File: src/rtl/sdram_col_pkg.sv
package sdram_col_pkg;

    typedef enum logic [1:0] {
        ST_IDLE  = 2'd0,
        ST_BURST = 2'd1,
        ST_PAGE  = 2'd2
    } seq_state_e;

    typedef struct packed {
        logic [1:0] len_log2;
        logic       full_page;
        logic       interleave;
        logic [2:0] cas_lat;
        logic       wr_single;
    } mode_cfg_t;

endpackage

File: src/rtl/sdram_col_mode.sv
module sdram_col_mode
    import sdram_col_pkg::*;
#(
    parameter int MODE_W = 13,
    parameter int MIN_CL = 2,
    parameter int MAX_CL = 3
) (
    input  logic              clk,
    input  logic              rst_n,
    input  logic              load,
    input  logic [MODE_W-1:0] word,
    input  logic              busy,
    output mode_cfg_t         cfg,
    output logic              err
);
    localparam int RSV_LO = 10;

    logic [2:0] len_code;
    logic       order_bit;
    logic [2:0] cl_code;
    logic [1:0] op_code;
    logic       len_ok;
    logic       cl_ok;
    logic       legal;

    always_comb begin
        len_code  = word[2:0];
        order_bit = word[3];
        cl_code   = word[6:4];
        op_code   = word[8:7];
        len_ok    = (len_code[2] == 1'b0) || ((len_code == 3'b111) && !order_bit);
        cl_ok     = (int'(cl_code) >= MIN_CL) && (int'(cl_code) <= MAX_CL);
        legal     = len_ok && cl_ok && (op_code == 2'b00) && !busy;
    end

    always_ff @(posedge clk) begin
        if (!rst_n) begin
            cfg.len_log2   <= 2'd0;
            cfg.full_page  <= 1'b0;
            cfg.interleave <= 1'b0;
            cfg.cas_lat    <= 3'(MIN_CL);
            cfg.wr_single  <= 1'b0;
            err            <= 1'b0;
        end else if (load) begin
            if (legal) begin
                cfg.len_log2   <= len_code[1:0];
                cfg.full_page  <= (len_code == 3'b111);
                cfg.interleave <= order_bit;
                cfg.cas_lat    <= cl_code;
                cfg.wr_single  <= word[9];
            end else begin
                err <= 1'b1;
            end
        end
    end

    p_busy_load_kept_r3: assert property (@(posedge clk) disable iff (!rst_n)
        (load && busy) |=> ($stable(cfg) && err));

    p_rsv_len_kept_r3: assert property (@(posedge clk) disable iff (!rst_n)
        (load && word[2] && !(&word[2:0])) |=> ($stable(cfg) && err));

    p_err_sticky_r3: assert property (@(posedge clk) disable iff (!rst_n)
        err |=> err);

    p_rsv_bits_ignored_r2: assert property (@(posedge clk) disable iff (!rst_n)
        (load && !busy && (word[6:4] == 3'b011) && (word[8:7] == 2'b00) && !word[2]
         && (|word[MODE_W-1:RSV_LO])) |=> (cfg.cas_lat == 3'd3));

endmodule

File: src/rtl/sdram_col_step.sv
module sdram_col_step #(
    parameter int COL_W = 8
) (
    input  logic [COL_W-1:0] base,
    input  logic [COL_W-1:0] cnt,
    input  logic [COL_W-1:0] mask,
    input  logic             interleave,
    output logic [COL_W-1:0] addr
);
    logic [COL_W-1:0] low;

    always_comb begin
        if (interleave) begin
            low = base ^ cnt;
        end else begin
            low = base + cnt;
        end
        addr = (base & ~mask) | (low & mask);
    end

endmodule

File: src/rtl/sdram_col_rdpipe.sv
module sdram_col_rdpipe #(
    parameter int MIN_CL = 2,
    parameter int MAX_CL = 3
) (
    input  logic       clk,
    input  logic       rst_n,
    input  logic       issue,
    input  logic [2:0] lat_sel,
    output logic       rd_valid
);
    logic [MAX_CL:MIN_CL] tail;

    for (genvar lat = MIN_CL; lat <= MAX_CL; lat++) begin : g_lat
        logic [lat-1:0] sh;

        always_ff @(posedge clk) begin
            if (!rst_n) begin
                sh <= '0;
            end else begin
                sh <= {sh[lat-2:0], issue && (lat_sel == 3'(lat))};
            end
        end

        assign tail[lat] = sh[lat-1];

        p_lat_delay_r10: assert property (@(posedge clk) disable iff (!rst_n)
            sh[lat-1] |-> $past(issue && (lat_sel == 3'(lat)), lat));
    end

    assign rd_valid = |tail;

endmodule

File: src/rtl/sdram_col_seq.sv
module sdram_col_seq
    import sdram_col_pkg::*;
#(
    parameter int COL_W  = 8,
    parameter int MODE_W = 13,
    parameter int MAX_CL = 3
) (
    input  logic              clk,
    input  logic              rst_n,
    input  logic              mode_load,
    input  logic [MODE_W-1:0] mode_word,
    input  logic              cmd_start,
    input  logic              cmd_write,
    input  logic [COL_W-1:0]  start_col,
    input  logic              burst_stop,
    output logic [COL_W-1:0]  col_addr,
    output logic              col_valid,
    output logic              col_write,
    output logic              busy,
    output logic              rd_valid,
    output logic              mode_err
);
    localparam int MIN_CL = 2;

    seq_state_e       state;
    seq_state_e       nstate;
    mode_cfg_t        cfg;

    logic [COL_W-1:0] base_q;
    logic [COL_W-1:0] mask_q;
    logic [COL_W-1:0] cnt_q;
    logic             ilv_q;
    logic [2:0]       cl_q;
    logic [COL_W-1:0] step_addr;

    logic             start_single;
    logic             start_page;
    logic [COL_W-1:0] start_mask;

    assign busy = (state != ST_IDLE);

    sdram_col_mode #(
        .MODE_W (MODE_W),
        .MIN_CL (MIN_CL),
        .MAX_CL (MAX_CL)
    ) u_mode (
        .clk   (clk),
        .rst_n (rst_n),
        .load  (mode_load),
        .word  (mode_word),
        .busy  (busy),
        .cfg   (cfg),
        .err   (mode_err)
    );

    sdram_col_step #(
        .COL_W (COL_W)
    ) u_step (
        .base       (base_q),
        .cnt        (cnt_q),
        .mask       (mask_q),
        .interleave (ilv_q),
        .addr       (step_addr)
    );

    sdram_col_rdpipe #(
        .MIN_CL (MIN_CL),
        .MAX_CL (MAX_CL)
    ) u_rdpipe (
        .clk      (clk),
        .rst_n    (rst_n),
        .issue    (col_valid && !col_write),
        .lat_sel  (cl_q),
        .rd_valid (rd_valid)
    );

    always_comb begin
        start_single = cmd_write && cfg.wr_single;
        start_page   = cfg.full_page && !start_single;
        if (start_single) begin
            start_mask = '0;
        end else if (cfg.full_page) begin
            start_mask = '1;
        end else begin
            start_mask = COL_W'((1 << cfg.len_log2) - 1);
        end
    end

    always_comb begin
        nstate = state;
        if (cmd_start) begin
            if (start_page) begin
                nstate = ST_PAGE;
            end else if (start_mask != '0) begin
                nstate = ST_BURST;
            end else begin
                nstate = ST_IDLE;
            end
        end else begin
            unique case (state)
                ST_IDLE:  nstate = ST_IDLE;
                ST_BURST: nstate = (burst_stop || (cnt_q == mask_q)) ? ST_IDLE : ST_BURST;
                ST_PAGE:  nstate = burst_stop ? ST_IDLE : ST_PAGE;
                default:  nstate = ST_IDLE;
            endcase
        end
    end

    always_ff @(posedge clk) begin
        if (!rst_n) begin
            state <= ST_IDLE;
        end else begin
            state <= nstate;
        end
    end

    always_ff @(posedge clk) begin
        if (!rst_n) begin
            base_q    <= '0;
            mask_q    <= '0;
            cnt_q     <= '0;
            ilv_q     <= 1'b0;
            cl_q      <= 3'(MIN_CL);
            col_addr  <= '0;
            col_valid <= 1'b0;
            col_write <= 1'b0;
        end else if (cmd_start) begin
            base_q    <= start_col;
            mask_q    <= start_mask;
            cnt_q     <= COL_W'(1);
            ilv_q     <= cfg.interleave && !start_page;
            cl_q      <= cfg.cas_lat;
            col_addr  <= start_col;
            col_valid <= 1'b1;
            col_write <= cmd_write;
        end else begin
            unique case (state)
                ST_IDLE: begin
                    col_valid <= 1'b0;
                end
                ST_BURST, ST_PAGE: begin
                    if (burst_stop) begin
                        col_valid <= 1'b0;
                    end else begin
                        col_addr  <= step_addr;
                        col_valid <= 1'b1;
                        cnt_q     <= cnt_q + COL_W'(1);
                    end
                end
                default: begin
                    col_valid <= 1'b0;
                end
            endcase
        end
    end

    p_busy_has_addr_r6: assert property (@(posedge clk) disable iff (!rst_n)
        busy |-> col_valid);

    p_start_first_r4: assert property (@(posedge clk) disable iff (!rst_n)
        cmd_start |=> (col_valid && (col_addr == $past(start_col))));

    p_block_upper_fixed_r4: assert property (@(posedge clk) disable iff (!rst_n)
        ((state == ST_BURST) && !cmd_start && !burst_stop) |=>
            (col_valid && ((col_addr & ~$past(mask_q)) == ($past(base_q) & ~$past(mask_q)))));

    p_stop_ends_r7: assert property (@(posedge clk) disable iff (!rst_n)
        (busy && burst_stop && !cmd_start) |=> (!col_valid && !busy));

    p_idle_stays_r11: assert property (@(posedge clk) disable iff (!rst_n)
        (!busy && !cmd_start) |=> (!busy && !col_valid));

    p_single_write_r8: assert property (@(posedge clk) disable iff (!rst_n)
        (cmd_start && cmd_write && cfg.wr_single) |=> (!busy && col_write && col_valid));

endmodule

File: config.mk
export PLATFORM = sky130hd
export DESIGN_NAME = sdram_col_seq
export DESIGN_NICKNAME = d
export VERILOG_FILES = /design/src/rtl/sdram_col_pkg.sv /design/src/rtl/sdram_col_mode.sv /design/src/rtl/sdram_col_step.sv /design/src/rtl/sdram_col_rdpipe.sv /design/src/rtl/sdram_col_seq.sv
export SDC_FILE = /design/constraint.sdc
export NUM_CORES = 1
export LEC_CHECK = 0
export BUFFER_PORTS_ARGS = -buffer_cell sky130_fd_sc_hd__buf_2
export CAP_MARGIN = 20
export CELL_PAD_IN_SITES_DETAIL_PLACEMENT = 1
export CELL_PAD_IN_SITES_GLOBAL_PLACEMENT = 1
export CORE_MARGIN = 2
export CORE_UTILIZATION = 40
export CTS_BUF_LIST = sky130_fd_sc_hd__clkbuf_8
export CTS_CLUSTER_DIAMETER = 50
export DETAILED_ROUTE_END_ITERATION = 10
export GPL_TIMING_DRIVEN = 0
export PLACE_DENSITY_LB_ADDON = 0.1
export SLEW_MARGIN = 20
export SYNTH_ARGS = -nofsm -noshare
export SYNTH_HDL_FRONTEND = slang
export SYNTH_HIERARCHICAL = 1
export SYNTH_SLANG_ARGS = --single-unit
File: constraint.sdc
create_clock -name clk -period 2.5 [get_ports clk]
set_input_delay 0.25 -clock clk [delete_from_list [all_inputs] [get_ports clk]]
set_output_delay 0.25 -clock clk [all_outputs]
set_load 0.01 [all_outputs]
Yosys cells after proc, flatten, opt, wreduce, memory -nomap -nowiden:

Cells that the tools add are included.

* input port bits: 27
* logic and storage cells: 87
* register bits: 54
* output and inout port bits: 13

* shifts and indexed selects: 1
* equal/unequal tests: 7
* add/sub/neg operators: 3
* multiplexer cells: 18
* $lt $le $gt $ge: 2
* bitwise operators: 9
* reduce and logical (&&, ||, !) cells: 29

Operators with widths (count)
* 8-bit two-way mux: 6
* 8-bit AND: 2
* 1-bit logical AND: 11
* 8-bit by 1-bit adder with 8-bit output (second input constant): 1
* 8-bit adder: 1
* 8-bit == test: 1
* 1-bit two-way mux: 8
* 8-bit inverter: 1
* 8-bit bitwise OR: 1
* 2-bit AND reduction: 4
* 8-bit nonzero test: 1
* 1-bit by 2-bit << shifter with 8-bit output (first input constant): 1
* 8-bit by 2-bit subtractor with 8-bit output (second input constant): 1
* 8-bit XOR: 1
* 3-bit by 2-bit == test with 1-bit output (second input constant): 2
* 2-bit two-way mux: 3
* 2-bit OR reduction: 3
* 1-bit logical NOT: 5
* 1-bit inverter: 4
* 2-bit one-hot mux with 2 select lines: 1
* 2-bit nonzero test: 2
* 3-bit == test (second input constant): 1
* 3-bit by 2-bit >= comparator with 1-bit output (second input constant): 1
* 3-bit by 2-bit less-or-equal comparator with 1-bit output (second input constant): 1
* 5 further kinds: 6

Longest topological paths before layout:

* depth after elaboration: 8
* depth in mapped cells: 11
* gate-level depth less buffers: 11

By module:

The synthesis kept the hierarchy.

Modules (own cells, without submodules)
* sdram_col_seq: times used 1, seq. area each 780.7 um^2, cells each 186, area each 1742.9 um^2
* sdram_col_step: times used 1, seq. area each 0.0 um^2, cells each 61, area each 420.4 um^2
* sdram_col_mode: times used 1, seq. area each 180.2 um^2, cells each 38, area each 382.9 um^2
* sdram_col_rdpipe: times used 1, seq. area each 100.1 um^2, cells each 12, area each 157.7 um^2

Least setup slack after synthesis:

Ideal clock, no wire load.

* kind: register to register
* start point: reg cnt_q[0]
* end point: reg col_addr[6]
* stages on the path, launching flop included: 12
* clock period less this slack: 2.457 ns
* arrival time: 2.342 ns
* library setup time: 0.115 ns
* slack: 0.043 ns
* data required time: 2.385 ns
* path buffers: 0
* cell sequence: dfxtp_1 ha_1 inv_1 fa_1 or2b_1 a211oi_1 a31oi_1 xnor2_1 mux2_2 mux2i_1 o21ai_1 and2_1

* cells in the longest elaborated chain, start to end: 7

RTL lines
* start, declared: line sdram_col_seq.sv:31 `logic [COL_W-1:0] cnt_q;`
* start signal, assigned: line sdram_col_seq.sv:147 `cnt_q <= cnt_q + COL_W'(1);`
* 8-bit adder: line sdram_col_step.sv:16 `low = base + cnt;`
* 8-bit two-way mux: line sdram_col_step.sv:13 `if (interleave) begin`
* 8-bit AND: line sdram_col_step.sv:18 `addr = (base & ~mask) | (low & mask);`
* 8-bit bitwise OR: line sdram_col_step.sv:18
* net step_addr[6]: line sdram_col_seq.sv:34 `logic [COL_W-1:0] step_addr;`
* 8-bit two-way mux: line sdram_col_seq.sv:142 `if (burst_stop) begin`
* 8-bit two-way mux: line sdram_col_seq.sv:137 `unique case (state)`
* 8-bit two-way mux: line sdram_col_seq.sv:127 `end else if (cmd_start) begin`
* end signal, assigned: line sdram_col_seq.sv:133 `col_addr <= start_col;`
* end signal, assigned: line sdram_col_seq.sv:145 `col_addr <= step_addr;`
* end, declared: line sdram_col_seq.sv:16 `output logic [COL_W-1:0] col_addr,`

The timed path passes the listed nets, and every way through them passes these cells. The select of a mux whose other input is x is not followed.
A chain may end at the register's enable or synchronous reset.

Worst setup path in the final report:

Same ends and word-level chain as after synthesis.

==> impl_metrics.ini <==
[clocking]
insertion_delay_ns = 0.32
cts_made_buffers = 5
cts_tree = done
clock_sinks = 53
clkTransAtPathRegs_ns = 0.11
cts_buffer_depth = 2
cts_root_buf = clkbuf_8
cts_max_level = 2
cts-hold-fix-buffers = 0

[cells_and_area]
areaGrowthSynthToFinish_pct = 18.51
final_cell_area_sq_um = 3204
diodes = 0
final_layout_size_suffix_gt1_share_pct = 23.41
fin_nets = 385
final_util_pct = 49.61

[timing]
tightest_slew_ns = 0.7249
hold_ws_ns = 0.1633
maxSlewHeadroom_pct = 51.68
slew_viol_final = 0
layout_setup_ws_ns = 0.09781
fin_worst_skew_ns = 0.008140
fmax_mhz = 416.3
post-route-period-util_pct = 96.09
hold_violations = 0
finalSetupViolCount = 0
fin_crit_ns = 2.402

[grt]
antenna_found_initial = 0
grt_pass1_wl_microns = 10450
overflow = 0
grt_max_degree = 20
grt_pass1_vias = 2107
grt_use_total_pct = 18.16

[worst_setup_path]
regToRegStartpoint = cnt_q[0]
start_kind = flip-flop
critical_path.startpoint = cnt_q[0]
crit_type = flip-flop to flip-flop
worstPathRequired_ns = 2.72
crit_fanout = 4
worst_setup_path_end_kind = flip-flop
critPathArrivalTime_ns = 2.63

[yosys]
synth_compound_area_share_pct = 12.96
synthXorXnorAreaFrac_pct = 6.155
synth_cell_types = 52
postSynthCellCount = 297
synth_edf_count = 0
yosys_warnings = 6
synth_top_family_by_area = simple AND/OR/NAND/NOR gates
synthesis.nets = 337
synth_fa_ha_area_share_pct = 6.293
synth.ff_latch_count = 53
synth_flop_cell = dfxtp_1
ys_async_sr_fraction_pct = 0
synth-seq-area-share_pct = 39.24
syn_area_per_cell_sq_um = 9.104
synth_mux_area_share_pct = 7.867
syn_area_sq_um = 2704
synth_simple_gate_area_share_pct = 23.65

[power]
cellPowerDensity_nw_per_um2 = 504.3
p_leak_nw = 1.249
total_power_mw = 1.616
ir_drop_mv = 0.3405

[floorplan]
io-pin-count = 40
rows = 29
design.die.area_sq_um = 7433
die_height_microns = 86.22
core_sq_um = 6459
start_util_pct = 41.86
die-width_microns = 86.22

[routing]
vias = 2213
wl_met2_microns = 3005
routed_wirelength_microns = 6693
wirelength_met1_microns = 3433
ant_nets = 0
viasPerCell = 5.232
firstDrtPassIters = 4
drc_errors = 0
drt_iter0_markers = 62
routed-wl-met3_microns = 160
wl_per_cell_microns = 15.82
highest_layer = met4

[flow_run]
drv_cap = 0

[placed_design]
numPortBuffers = 36
gp_congestion = 0.8801
dp_hpwl_microns = 4699
place_area_sq_um = 2980
post-place-ws_ns = -0.2316

[status]
run_status = complete, no violations

[worst_hold_path]
hold_path.class = primary input to flip-flop
worstHoldStart = mode_word[9]
-- report_power, final --
group          leakage, nW  internal (mW)  switching (mW)
clock               0.0495          0.209           0.324
sequential           0.436          0.868          0.0218
combinational        0.764         0.0927           0.101
-- worst max-delay path: stages, from the launching register on --
cell and delay [ns]:
dfxtp_4 0.39, ha_4 0.14, inv_1 0.05, fa_2 0.35
or2b_1 0.24, a211oi_2 0.24, a31oi_1 0.13, xnor2_1 0.14
mux2_2 0.27, mux2i_1 0.14, o21ai_1 0.07, and2_1 0.15
-- final cells by class --
type,instances,area [sq um]
Multi-Input combinational cell,225,1615
Tap cell,77,96.34
Clock inverter,3,26.28
Fill cell,770,3254
Timing Repair Buffer,41,217.7
Buffer,12,77.57
Clock buffer,5,68.82
Sequential cell,53,1076
Inverter,7,26.28
-- metrics by stage --
step,instances,TNS [ns]
after floorplan,297,0
after global placement,410,-0.2132
after detailed placement,410,-0.2316
after CTS,419,-0.01606
after global routing,423,-0.08587
final,423,0
-- cells in the final DEF (no fill, tap or decap), types with 6 or more instances in the layout --
cell,synthesis,final
buf_2,4,40
and2_1,11,11
a21oi_1,9,8
ha_1,12,7
nand2b_1,13,13
mux2i_1,19,19
nor2_1,25,24
buf_4,1,6
xor2_1,7,7
a21boi_1,10,10
xnor2_1,12,12
dfxtp_1,53,47
o21ai_1,13,13
inv_1,7,7
nand2_1,35,35
nand4_1,7,7
nor2b_1,8,8
-- synthesized netlist by cell type, types with 3 or more instances --
cell type	instances	area [sq um]
clkbuf_1	5	18.77
o21ai_0	4	20.02
dfxtp_1	53	1061
xor2_1	7	61.31
nand2_1	35	131.4
nor2b_1	8	50.05
mux2i_1	19	190.2
buf_2	4	20.02
nor2_1	25	93.84
ha_1	12	150.1
o21ai_1	13	65.06
and2_1	11	68.82
nand2b_1	13	81.33
inv_1	7	26.28
a21boi_1	10	75.07
nand4_1	7	43.79
nor3b_1	3	22.52
xnor2_1	12	105.1
a21oi_1	9	45.04
-- layer usage --
metal  track usage [%]  vias to the layer above
li1                  -                     1114
met1             26.64                     1068
met2             27.41                       24
met3             3.714                        7
met4             4.403                        0
met5                 0                        -
-- flip-flops by register name, summed over array words and instances, names as in the netlist --
signal	count
ilv_q	1
u_mode/err	1
base_q	8
col_addr	8
cl_q	3
u_rdpipe/g_lat.sh	5
u_mode/cfg	8
mask_q	7
cnt_q	8
col_valid	1
col_write	1
state	2
-- path summary, 6_finish.rpt --
check | end | slack [ns] | cells after the start
max reg2reg | col_addr[6] | 0.1 | 11
min reg2reg | u_rdpipe/g_lat[2].sh[1] | 0.44 | 1
max | col_addr[6] | 0.1 | 11
min | u_mode/cfg[0] | 0.16 | 3
-- cell families (layout without fill, tap and decap cells) --
| group | after synthesis | count (layout) |
|---|---|---|
| flip-flops | 53 | 53 |
| adder cells (fa/ha/maj) | 13 | 13 |
| multiplexers | 21 | 21 |
| buffers and inverters | 19 | 68 |
| AO/OA/AOI/OAI | 52 | 52 |
| AND/OR/NAND/NOR | 120 | 120 |
| XOR/XNOR | 19 | 19 |
-- timing repair --
action                                  4_1_cts  5_1_grt
endpoints found under the setup margin        2        2
gates resized for setup                       6       13
setup buffers                                 1        4
pin swaps                                     1        3
Note: power is estimated with default switching activity, not from simulation.
